===== src/rtl/wrp_pkg.sv =====
package wrp_pkg;
  localparam int unsigned DATA_W   = 32;
  localparam int unsigned KEY_W    = 8;
  localparam int unsigned NFLAG    = 2;
  // flag index 0 -> drive type (push-pull), index 1 -> polarity (active high)
  localparam logic [KEY_W-1:0] KEY_PP_SET  = 8'hA8;
  localparam logic [KEY_W-1:0] KEY_PP_CLR  = 8'h8A;
  localparam logic [KEY_W-1:0] KEY_POL_SET = 8'hA5;
  localparam logic [KEY_W-1:0] KEY_POL_CLR = 8'h5A;
  localparam logic [NFLAG-1:0][KEY_W-1:0] SET_KEYS = {KEY_POL_SET, KEY_PP_SET};
  localparam logic [NFLAG-1:0][KEY_W-1:0] CLR_KEYS = {KEY_POL_CLR, KEY_PP_CLR};
endpackage


===== src/rtl/wrp_key_decode.sv =====
module wrp_key_decode
  import wrp_pkg::*;
#(
  parameter int unsigned N = NFLAG
) (
  input  logic [KEY_W-1:0] key,
  output logic [N-1:0]     set_o,
  output logic [N-1:0]     clr_o
);
  for (genvar i = 0; i < N; i++) begin : g_flag
    assign set_o[i] = (key == SET_KEYS[i]);
    assign clr_o[i] = (key == CLR_KEYS[i]);
  end
endmodule


===== src/rtl/wrp_cfg_reg.sv =====
module wrp_cfg_reg #(
  parameter int unsigned          DW      = 32,
  parameter int unsigned          WID_W   = 20,
  parameter int unsigned          N       = 2,
  parameter logic [DW-1:0]        RST_VAL = 32'h0000_00FF
) (
  input  logic          clk,
  input  logic          rst_n,
  input  logic          wr_en,
  input  logic [DW-1:0] wr_data,
  input  logic [N-1:0]  set_i,
  input  logic [N-1:0]  clr_i,
  output logic [DW-1:0] cfg_q
);
  localparam int unsigned FLAG_LSB = DW - N;

  logic [DW-1:0] cfg_d;

  always_comb begin
    cfg_d = cfg_q;
    cfg_d[WID_W-1:0] = wr_data[WID_W-1:0];
    for (int i = 0; i < int'(N); i++) begin
      if (set_i[i])      cfg_d[FLAG_LSB+i] = 1'b1;
      else if (clr_i[i]) cfg_d[FLAG_LSB+i] = 1'b0;
    end
  end

  always_ff @(posedge clk or negedge rst_n) begin
    if (!rst_n)     cfg_q <= RST_VAL;
    else if (wr_en) cfg_q <= cfg_d;
  end

  AST_KEY_HOLD: assert property (@(posedge clk) disable iff (!rst_n)
    (wr_en && (set_i == '0) && (clr_i == '0)) |=> $stable(cfg_q[DW-1:FLAG_LSB]));
  AST_WIDTH_TAKEN: assert property (@(posedge clk) disable iff (!rst_n)
    wr_en |=> (cfg_q[WID_W-1:0] == $past(wr_data[WID_W-1:0])));
  AST_MID_KEPT: assert property (@(posedge clk) disable iff (!rst_n)
    wr_en |=> $stable(cfg_q[FLAG_LSB-1:WID_W]));
endmodule


===== src/rtl/wrp_pulse_gen.sv =====
module wrp_pulse_gen #(
  parameter int unsigned WID_W = 20
) (
  input  logic             clk,
  input  logic             rst_n,
  input  logic             trig,
  input  logic [WID_W-1:0] width,
  output logic             active
);
  logic [WID_W-1:0] cnt_q, cnt_d;
  logic [WID_W-1:0] eff_w;
  logic             cnt_en;

  assign eff_w  = (width == '0) ? WID_W'(1) : width;
  assign active = (cnt_q != '0);

  always_comb begin
    cnt_d  = cnt_q;
    cnt_en = 1'b0;
    if (active) begin
      cnt_d  = cnt_q - WID_W'(1);
      cnt_en = 1'b1;
    end else if (trig) begin
      cnt_d  = eff_w;
      cnt_en = 1'b1;
    end
  end

  always_ff @(posedge clk or negedge rst_n) begin
    if (!rst_n)      cnt_q <= '0;
    else if (cnt_en) cnt_q <= cnt_d;
  end

  AST_START_ONE: assert property (@(posedge clk) disable iff (!rst_n)
    (!active && trig) |=> active);
  AST_NO_RETRIG: assert property (@(posedge clk) disable iff (!rst_n)
    active |=> (cnt_q == $past(cnt_q) - WID_W'(1)));
  AST_IDLE_HOLD: assert property (@(posedge clk) disable iff (!rst_n)
    (!active && !trig) |=> !active);
endmodule


===== src/rtl/wdog_rst_pulse.sv =====
module wdog_rst_pulse
  import wrp_pkg::*;
#(
  parameter int unsigned        WID_W   = 20,
  parameter logic [DATA_W-1:0]  RST_VAL = 32'h0000_00FF
) (
  input  logic              clk,
  input  logic              rst_n,
  input  logic              wr_en,
  input  logic [DATA_W-1:0] wr_data,
  output logic [DATA_W-1:0] rd_data,
  input  logic              trig,
  output logic              pulse_out,
  output logic              pulse_oe
);
  localparam int unsigned POL_BIT = DATA_W - 1;
  localparam int unsigned PP_BIT  = DATA_W - 2;

  logic [NFLAG-1:0]  set_w, clr_w;
  logic [DATA_W-1:0] cfg_q;
  logic              active;
  logic              pol_hi, push_pull;

  wrp_key_decode #(.N(NFLAG)) u_dec (
    .key   (wr_data[DATA_W-1 -: KEY_W]),
    .set_o (set_w),
    .clr_o (clr_w)
  );

  wrp_cfg_reg #(.DW(DATA_W), .WID_W(WID_W), .N(NFLAG), .RST_VAL(RST_VAL)) u_cfg (
    .clk     (clk),
    .rst_n   (rst_n),
    .wr_en   (wr_en & 1'b1),
    .wr_data (wr_data),
    .set_i   (set_w),
    .clr_i   (clr_w),
    .cfg_q   (cfg_q)
  );

  wrp_pulse_gen #(.WID_W(WID_W)) u_gen (
    .clk    (clk),
    .rst_n  (rst_n),
    .trig   (trig),
    .width  (cfg_q[WID_W-1:0]),
    .active (active)
  );

  assign pol_hi    = cfg_q[POL_BIT];
  assign push_pull = cfg_q[PP_BIT];
  assign rd_data   = cfg_q;
  assign pulse_out = active ? pol_hi : ~pol_hi;
  assign pulse_oe  = push_pull | active;

  AST_POL_SET: assert property (@(posedge clk) disable iff (!rst_n)
    (wr_en && wr_data[DATA_W-1 -: KEY_W] == 8'hA5) |=> rd_data[POL_BIT]);
  AST_POL_CLR: assert property (@(posedge clk) disable iff (!rst_n)
    (wr_en && wr_data[DATA_W-1 -: KEY_W] == 8'h5A) |=> !rd_data[POL_BIT]);
  AST_PP_SET: assert property (@(posedge clk) disable iff (!rst_n)
    (wr_en && wr_data[DATA_W-1 -: KEY_W] == 8'hA8) |=> rd_data[PP_BIT]);
  AST_PP_CLR: assert property (@(posedge clk) disable iff (!rst_n)
    (wr_en && wr_data[DATA_W-1 -: KEY_W] == 8'h8A) |=> !rd_data[PP_BIT]);
  AST_OD_LEVEL: assert property (@(posedge clk) disable iff (!rst_n)
    (pulse_oe && !rd_data[PP_BIT]) |-> (pulse_out == rd_data[POL_BIT]));
endmodule


===== config.mk =====
export PLATFORM = sky130hd
export DESIGN_NAME = wdog_rst_pulse
export DESIGN_NICKNAME = d
export VERILOG_FILES = /design/src/rtl/wrp_pkg.sv /design/src/rtl/wrp_key_decode.sv /design/src/rtl/wrp_cfg_reg.sv /design/src/rtl/wrp_pulse_gen.sv /design/src/rtl/wdog_rst_pulse.sv
export SDC_FILE = /design/constraint.sdc
export NUM_CORES = 1
export LEC_CHECK = 0
export CAP_MARGIN = 20
export CORE_UTILIZATION = 50
export CTS_BUF_LIST = sky130_fd_sc_hd__clkbuf_4 sky130_fd_sc_hd__clkbuf_8 sky130_fd_sc_hd__clkbuf_16
export DETAILED_ROUTE_END_ITERATION = 16
export DONT_BUFFER_PORTS = 1
export SYNTH_ARGS = -nofsm -noshare
export SYNTH_HDL_FRONTEND = slang
export SYNTH_SLANG_ARGS = --single-unit
export TNS_END_PERCENT = 50

===== constraint.sdc =====
create_clock -name clk -period 4.1 [get_ports clk]
set_input_delay 0.205 -clock clk [delete_from_list [all_inputs] [get_ports clk]]
set_output_delay 0.205 -clock clk [all_outputs]
set_load 0.03 [all_outputs]

==> results.ini, run 1 <==
[flow_run]
drv_cap=0

[global_route]
grt_pass1_vias=1564
grt_pass1_wl_mm=7.45
grt_antenna_before_repair=0
grt_use_met3=0.0497
grt_overflow=0
met1_usage=0.263
grt_max_degree=43
grt_usage=0.196
met2_usage=0.307
gr-max-usage-layer=met2

[clock_network]
clk-insertion-delay-late_ns=0.29
cts_tree=yes
ctsResizeCount=0
clk_pin_slew_ns=0.08
clkSinkCount=42
htree_levels=2
clockBufferDepth=2
cts_buffers=5
clockRootBuffer=clkbuf_8

[pwr]
seq_power_share=0.570
p_int_w=0.000660
p_comb_frac=0.060
switching_share=0.259
powerDensity_mw_per_mm2=378
clock_power_share=0.370
power_switching_w=0.000230
leakage_nw=0.861
vdd_drop_max_v=0.000285

[die]
dieWidth_um=69
ioPinCount=70
start_util=0.519
die_h_um=69
row_count=24
die_area_mm2=0.00476
core_mm2=0.00432

[synthesis]
synth_top_area_frac=0.379
syn-instance-count=203
ys_warn_count=0
synthFlopType=dfrtp_1
synth-seq-cells=42
synth_enable_flop_cells=0
yosysSeqAreaShare=0.473
synthTopCellsByArea=dfrtp_1 (38%), mux2_2 (11%), dfstp_2 (9.4%)
synthArstFlopShare=1.00
avgSynthCellArea_um2=11.1
synth_top_cell_by_area=dfrtp_1
syn_area_mm2=0.00224
synth_cell_types=46

[critical_path]
endpoint_kind=primary output
ff2ff_path_depth=5
crit_slowest_cell=and3_1
path_buf_inv=0
cpLargestDelayFamily=simple AND/OR/NAND/NOR gates
crit_path_max_incr_delay_ns=0.81
cp.required_ns=3.89
critical_path_depth=4
path_max_fanout=24
path_class=register to primary output
crit_arrival_ns=2.81
cp_cell_sequence=or4_1 > nor3b_2 > and3_1 > nand2b_1
cp-start-kind=register

[placement]
place_ws_ns=1.38
hpwl_mm=3.23
portBuffers=0
place_congestion=0.754

[routing]
vias=1573
drtIter0Drc=79
routed_wl_mm=4.52
wl_per_cell_um=17.5
drc=0
ant_nets=0
viasPerCell=6.10
drt-pass1-iter-count=5

[worst_hold_path]
hold_depth=1
min_path_type=input port to register

[sta]
period_share=0.734
rsz0062_at_grt=no
setup_tns_ns=0
fmax_ghz=0.332
skew_ns=0.00624
worst_slack_ns=1.09
slew_headroom=0.390
post-route-min-period_ns=3.01
hold_viol=0
holdWs_ns=0.0197
timing.final.setup_violations=0
slew_viol_final=0
worst_pin_slew_ns=0.915

[run_status]
status=complete, no violations

[layout]
antenna-diode-count=0
final_util=0.545
drive_gt1_frac=0.214
fill_cells=391
area_growth_pct=5.07
fin_nets=243

[layout make-up]
cell class                 count  area, um^2  area share
clock buffer                   7        83.8      0.0355
clock inverter                 1        30.0      0.0127
inverter                       3        11.3     0.00477
multi-input combinational    149        1060       0.449
sequential                    42        1060       0.450
tap                           52        65.1      0.0276
timing repair buffer           4        47.5      0.0202
[cells by family (layout without fill, tap and decap cells)]
logic type,Yosys count,count (layout),synth area share
simple gates,71,71,0.185
fa+ha+maj,2,2,0.0111
mux,25,25,0.123
buf+inv,21,15,0.0702
compound gates,33,33,0.101
xor+xnor,8,8,0.0346
flops,42,42,0.473
other cells,1,10,0.00167
[worst paths after layout]
kind / slack, ns / from / end
max in group asynchronous: 3.46 / rst_n / u_cfg.cfg_q[4]
worst min-delay path: 0.02 / wr_en / u_cfg.cfg_q[10]
worst min register to register: 0.49 / u_gen.cnt_q[11] / u_gen.cnt_q[11]
min in group asynchronous: 0.38 / rst_n / u_gen.cnt_q[8]
worst max register to register: 1.36 / u_gen.cnt_q[15] / u_gen.cnt_q[0]
worst max-delay path: 1.09 / u_gen.cnt_q[15] / pulse_oe
[layer usage]
metal  wire (um)  vias up
li1            -      735
met1        2020      784
met2        2170       52
met3         284        2
met4          40        0
met5           0        -
[registers in the layout, summed over array words and instances, names as in the netlist]
| signal | cells |
|---|---|
| u_cfg.cfg_q | 22 |
| u_gen.cnt_q | 20 |
[layout by cell type (no fill, tap or decap), types with 2 or more instances in the layout]
cell type | synthesis | final
and2_1 | 2 | 2
ha_1 | 2 | 2
and3_1 | 3 | 3
xor2_1 | 3 | 3
nor3_1 | 7 | 7
mux2i_1 | 4 | 4
conb_1 | 1 | 10
nand2b_1 | 2 | 2
xnor2_1 | 4 | 4
a21oi_1 | 4 | 4
nand4b_1 | 5 | 5
dlygate4sd3_1 | 0 | 2
nor2_1 | 14 | 14
dfstp_2 | 8 | 8
o21ai_0 | 11 | 11
nand4_1 | 3 | 3
o31ai_1 | 4 | 4
clkbuf_4 | 0 | 2
a32oi_1 | 4 | 4
nand3_1 | 10 | 10
clkbuf_8 | 0 | 5
nor3b_1 | 2 | 2
a311oi_1 | 2 | 2
inv_1 | 3 | 3
nand2_1 | 9 | 9
dfrtp_1 | 34 | 34
mux2_2 | 21 | 21
a41oi_1 | 2 | 2
nor4_1 | 6 | 6
[synth_stat cells (all sizes together) (2+ instances only)]
cell type / instances
and3: 3
nand2b: 2
dfstp: 8
dfrtp: 34
and2: 2
nand3: 10
nand4: 3
a21oi: 4
mux2: 21
xor2: 4
nand2: 9
nor3b: 3
buf: 17
inv: 3
o31ai: 4
nor3: 8
nor2: 14
o21ai: 11
ha: 2
a311oi: 2
a41oi: 2
nand4b: 5
xnor2: 4
a32oi: 4
nor4: 6
or4: 2
mux2i: 4
[power groups by stage]
| stage | logic [W] | clock network [W] | registers (W) |
|---|---|---|---|
| after floorplan | 0.0000513 | 0 | 0.000505 |
| after global placement | 0.0000404 | 0 | 0.000515 |
| after detailed placement | 0.0000418 | 0 | 0.000516 |
| after CTS | 0.0000543 | 0.000336 | 0.000508 |
| after global routing | 0.0000584 | 0.000353 | 0.000511 |
| final | 0.0000531 | 0.000330 | 0.000508 |
[repair_timing]
action                                  CTS  global route
hold buffers                              3             0
endpoints found under the hold margin    43             0
endpoints found under the setup margin    0             0
buffers inserted                          0             0
[metrics by stage]
step                cells  power, W  cell area (um^2)
floorplan             212  0.000557              2280
global placement      247  0.000555              2200
detailed placement    247  0.000558              2200
CTS                   258  0.000899              2360
global route          258  0.000923              2360
finish                258  0.000891              2360
(Power assumes the default switching activity.)
==> run 2, diff against run 1 <==
clock period = 2.92 ns   (was 4.1 ns; I/O delays follow)
==> run 2 against run 1 <==
Effect of this change: critical path depth is the same; clock-buffer cell count down 1; combinational power increased by 100%; global-route usage is 1.6 points higher; power increased by 36%; die area is the same; hold slack worse by 0.0077 ns; critical path type unchanged; largest cell class unchanged; highest routed layer unchanged.
==> results.ini, run 2 (synthesized netlist as in run 1, its figures left out) <==
[run_status]
status=complete, no violations

[sta]
fmax_ghz=0.400
rsz0062_at_grt=no
hold_viol=0  ; unchanged
period_share=0.856
post-route-min-period_ns=2.50
worst_slack_ns=0.420  ; -0.670 ns
holdWs_ns=0.0120  ; -0.00774 ns
slew_viol_final=0  ; unchanged
timing.final.setup_violations=0  ; unchanged
setup_tns_ns=0  ; unchanged
skew_ns=0.00767  ; +0.00143 ns

[global_route]
grt_pass1_vias=1755  ; +12%
grt_max_degree=43  ; unchanged
grt_antenna_before_repair=0  ; unchanged
grt_pass1_wl_mm=8.07  ; +8.2%
grt_usage=0.212  ; +0.0160
grt_overflow=0  ; unchanged

[die]
die_h_um=69  ; unchanged
row_count=24  ; unchanged
start_util=0.519  ; unchanged
ioPinCount=70  ; unchanged
die_area_mm2=0.00476  ; unchanged
core_mm2=0.00432  ; unchanged
dieWidth_um=69  ; unchanged

[pwr]
switching_share=0.283  ; +0.0244
clock_power_share=0.320  ; -0.050
p_comb_frac=0.089  ; +0.029
power_switching_w=0.000342  ; +48%
leakage_nw=0.971  ; +13%
power_w=0.00121  ; +36%
p_int_w=0.000866  ; +31%
vdd_drop_max_v=0.000362  ; +27%
powerDensity_mw_per_mm2=461  ; +22%
seq_power_share=0.591  ; +0.021

[clock_network]
clockRootBuffer=clkbuf_8
clk_pin_slew_ns=0.08  ; about the same
htree_levels=2  ; unchanged
clockBufferDepth=2  ; unchanged
clkSinkCount=42  ; unchanged
cts_tree=yes
cts_buffers=5  ; unchanged
clk-insertion-delay-late_ns=0.29  ; about the same
ctsResizeCount=0  ; unchanged

[layout]
seq_area_mm2=0.00106  ; unchanged
antenna-diode-count=0  ; unchanged
largest_reg_flops=22  ; unchanged
mostFrequentLayoutCells=dfrtp_1 (34), dlygate4sd3_1 (28), mux2_2 (21)
fin_nets=272  ; +12%
multi_input_area_mm2=0.00106  ; unchanged
fill_cells=370  ; -5.4%
drive_gt1_frac=0.200  ; -0.0136
final_util=0.606  ; +0.0611
largest_registers=u_cfg.cfg_q (22), u_gen.cnt_q (20)
area_growth_pct=16.8
regMostFlops=u_cfg.cfg_q
final_common_cell=dfrtp_1

[placement]
place_congestion=0.741  ; -1.7%
place_ws_ns=0.647  ; -0.733 ns
hpwl_mm=3.34  ; +3.3%
portBuffers=0  ; unchanged

[routing]
drtIter0Drc=99  ; +25%
drt-pass1-iter-count=4  ; -1
wl_per_cell_um=17.3  ; -1.3%
viasPerCell=5.97  ; -2.2%
vias=1712  ; +8.8%
drc=0  ; unchanged
routed_wl_mm=4.97  ; +9.8%
ant_nets=0  ; unchanged

[critical_path]
crit_arrival_ns=2.35  ; -0.46 ns
cp.required_ns=2.77  ; -1.12 ns
path_class=register to primary output
path_max_fanout=9  ; -63%
endpoint_kind=primary output
cp-start-kind=register

[worst_hold_path]
min_path_type=input port to register

[flow_run]
drv_cap=0  ; unchanged

[run 2: cell types whose count changed in the layout (fill, tap and decap cells not counted), sizes merged]
cell	change
dlygate4sd3	+26
clkinv	+1
buf	+3
clkinvlp	+1
clkbuf	-1
bufinv	-1
[run 2: cell type report]
cell class / count / share of cell area
clock inverters: 2 / 0.00477
flip-flops and latches: 42 / 0.405
clock buffers: 6 / 0.0315
repair buffers: 33 / 0.126
multi-input cells: 149 / 0.404
inverters: 3 / 0.00429
well taps: 52 / 0.0248
[run 2: path summary, 6_finish.rpt]
path / slack [ns] / cells past startpoint / startpoint / to
max in group asynchronous: 2.34 / 2 / rst_n / u_cfg.cfg_q[3]
min in group asynchronous: 0.31 / 2 / rst_n / u_gen.cnt_q[10]
hold / removal: 0.01 / 1 / wr_en / u_cfg.cfg_q[6]
setup reg to reg: 0.63 / 5 / u_gen.cnt_q[10] / u_gen.cnt_q[10]
setup / recovery: 0.42 / 4 / u_gen.cnt_q[10] / pulse_out
hold reg to reg: 0.49 / 1 / u_gen.cnt_q[11] / u_gen.cnt_q[11]
[run 2: critical path: stages, from the launching register on]
cell     delay [ns]
dfrtp_1        0.43
or4_4          0.57
nor3_4         0.30
and3_1         0.39
xor2_2         0.37
[run 2: per-stage QoR]
step,cell area [um^2],cells
2_1_floorplan,2280,212
3_3_place_gp,2230,250
3_5_place_dp,2230,250
4_1_cts,2520,277
5_1_grt,2620,287
6_report,2620,287
[run 2: repair_timing]
| action | CTS | global route |
|---|---|---|
| hold buffers | 19 | 10 |
| buffers inserted | 0 | 0 |
| endpoints found under the hold margin | 59 | 12 |
[run 2: power groups by stage]
stage | clock (W) | sequential, W | combinational, W
floorplan | 0 | 0.000710 | 0.0000721
global placement | 0 | 0.000724 | 0.0000568
detailed placement | 0 | 0.000725 | 0.0000591
CTS | 0.000396 | 0.000713 | 0.0000938
global route | 0.000424 | 0.000718 | 0.000117
finish | 0.000386 | 0.000714 | 0.000108
[run 2: layer usage]
layer	global-route usage	vias up	wire length [um]
met2	0.352	67	2430
met1	0.271	841	2080
met5	0	-	0
li1	-	796	-
met3	0.0629	8	370
met4	0.0567	0	82
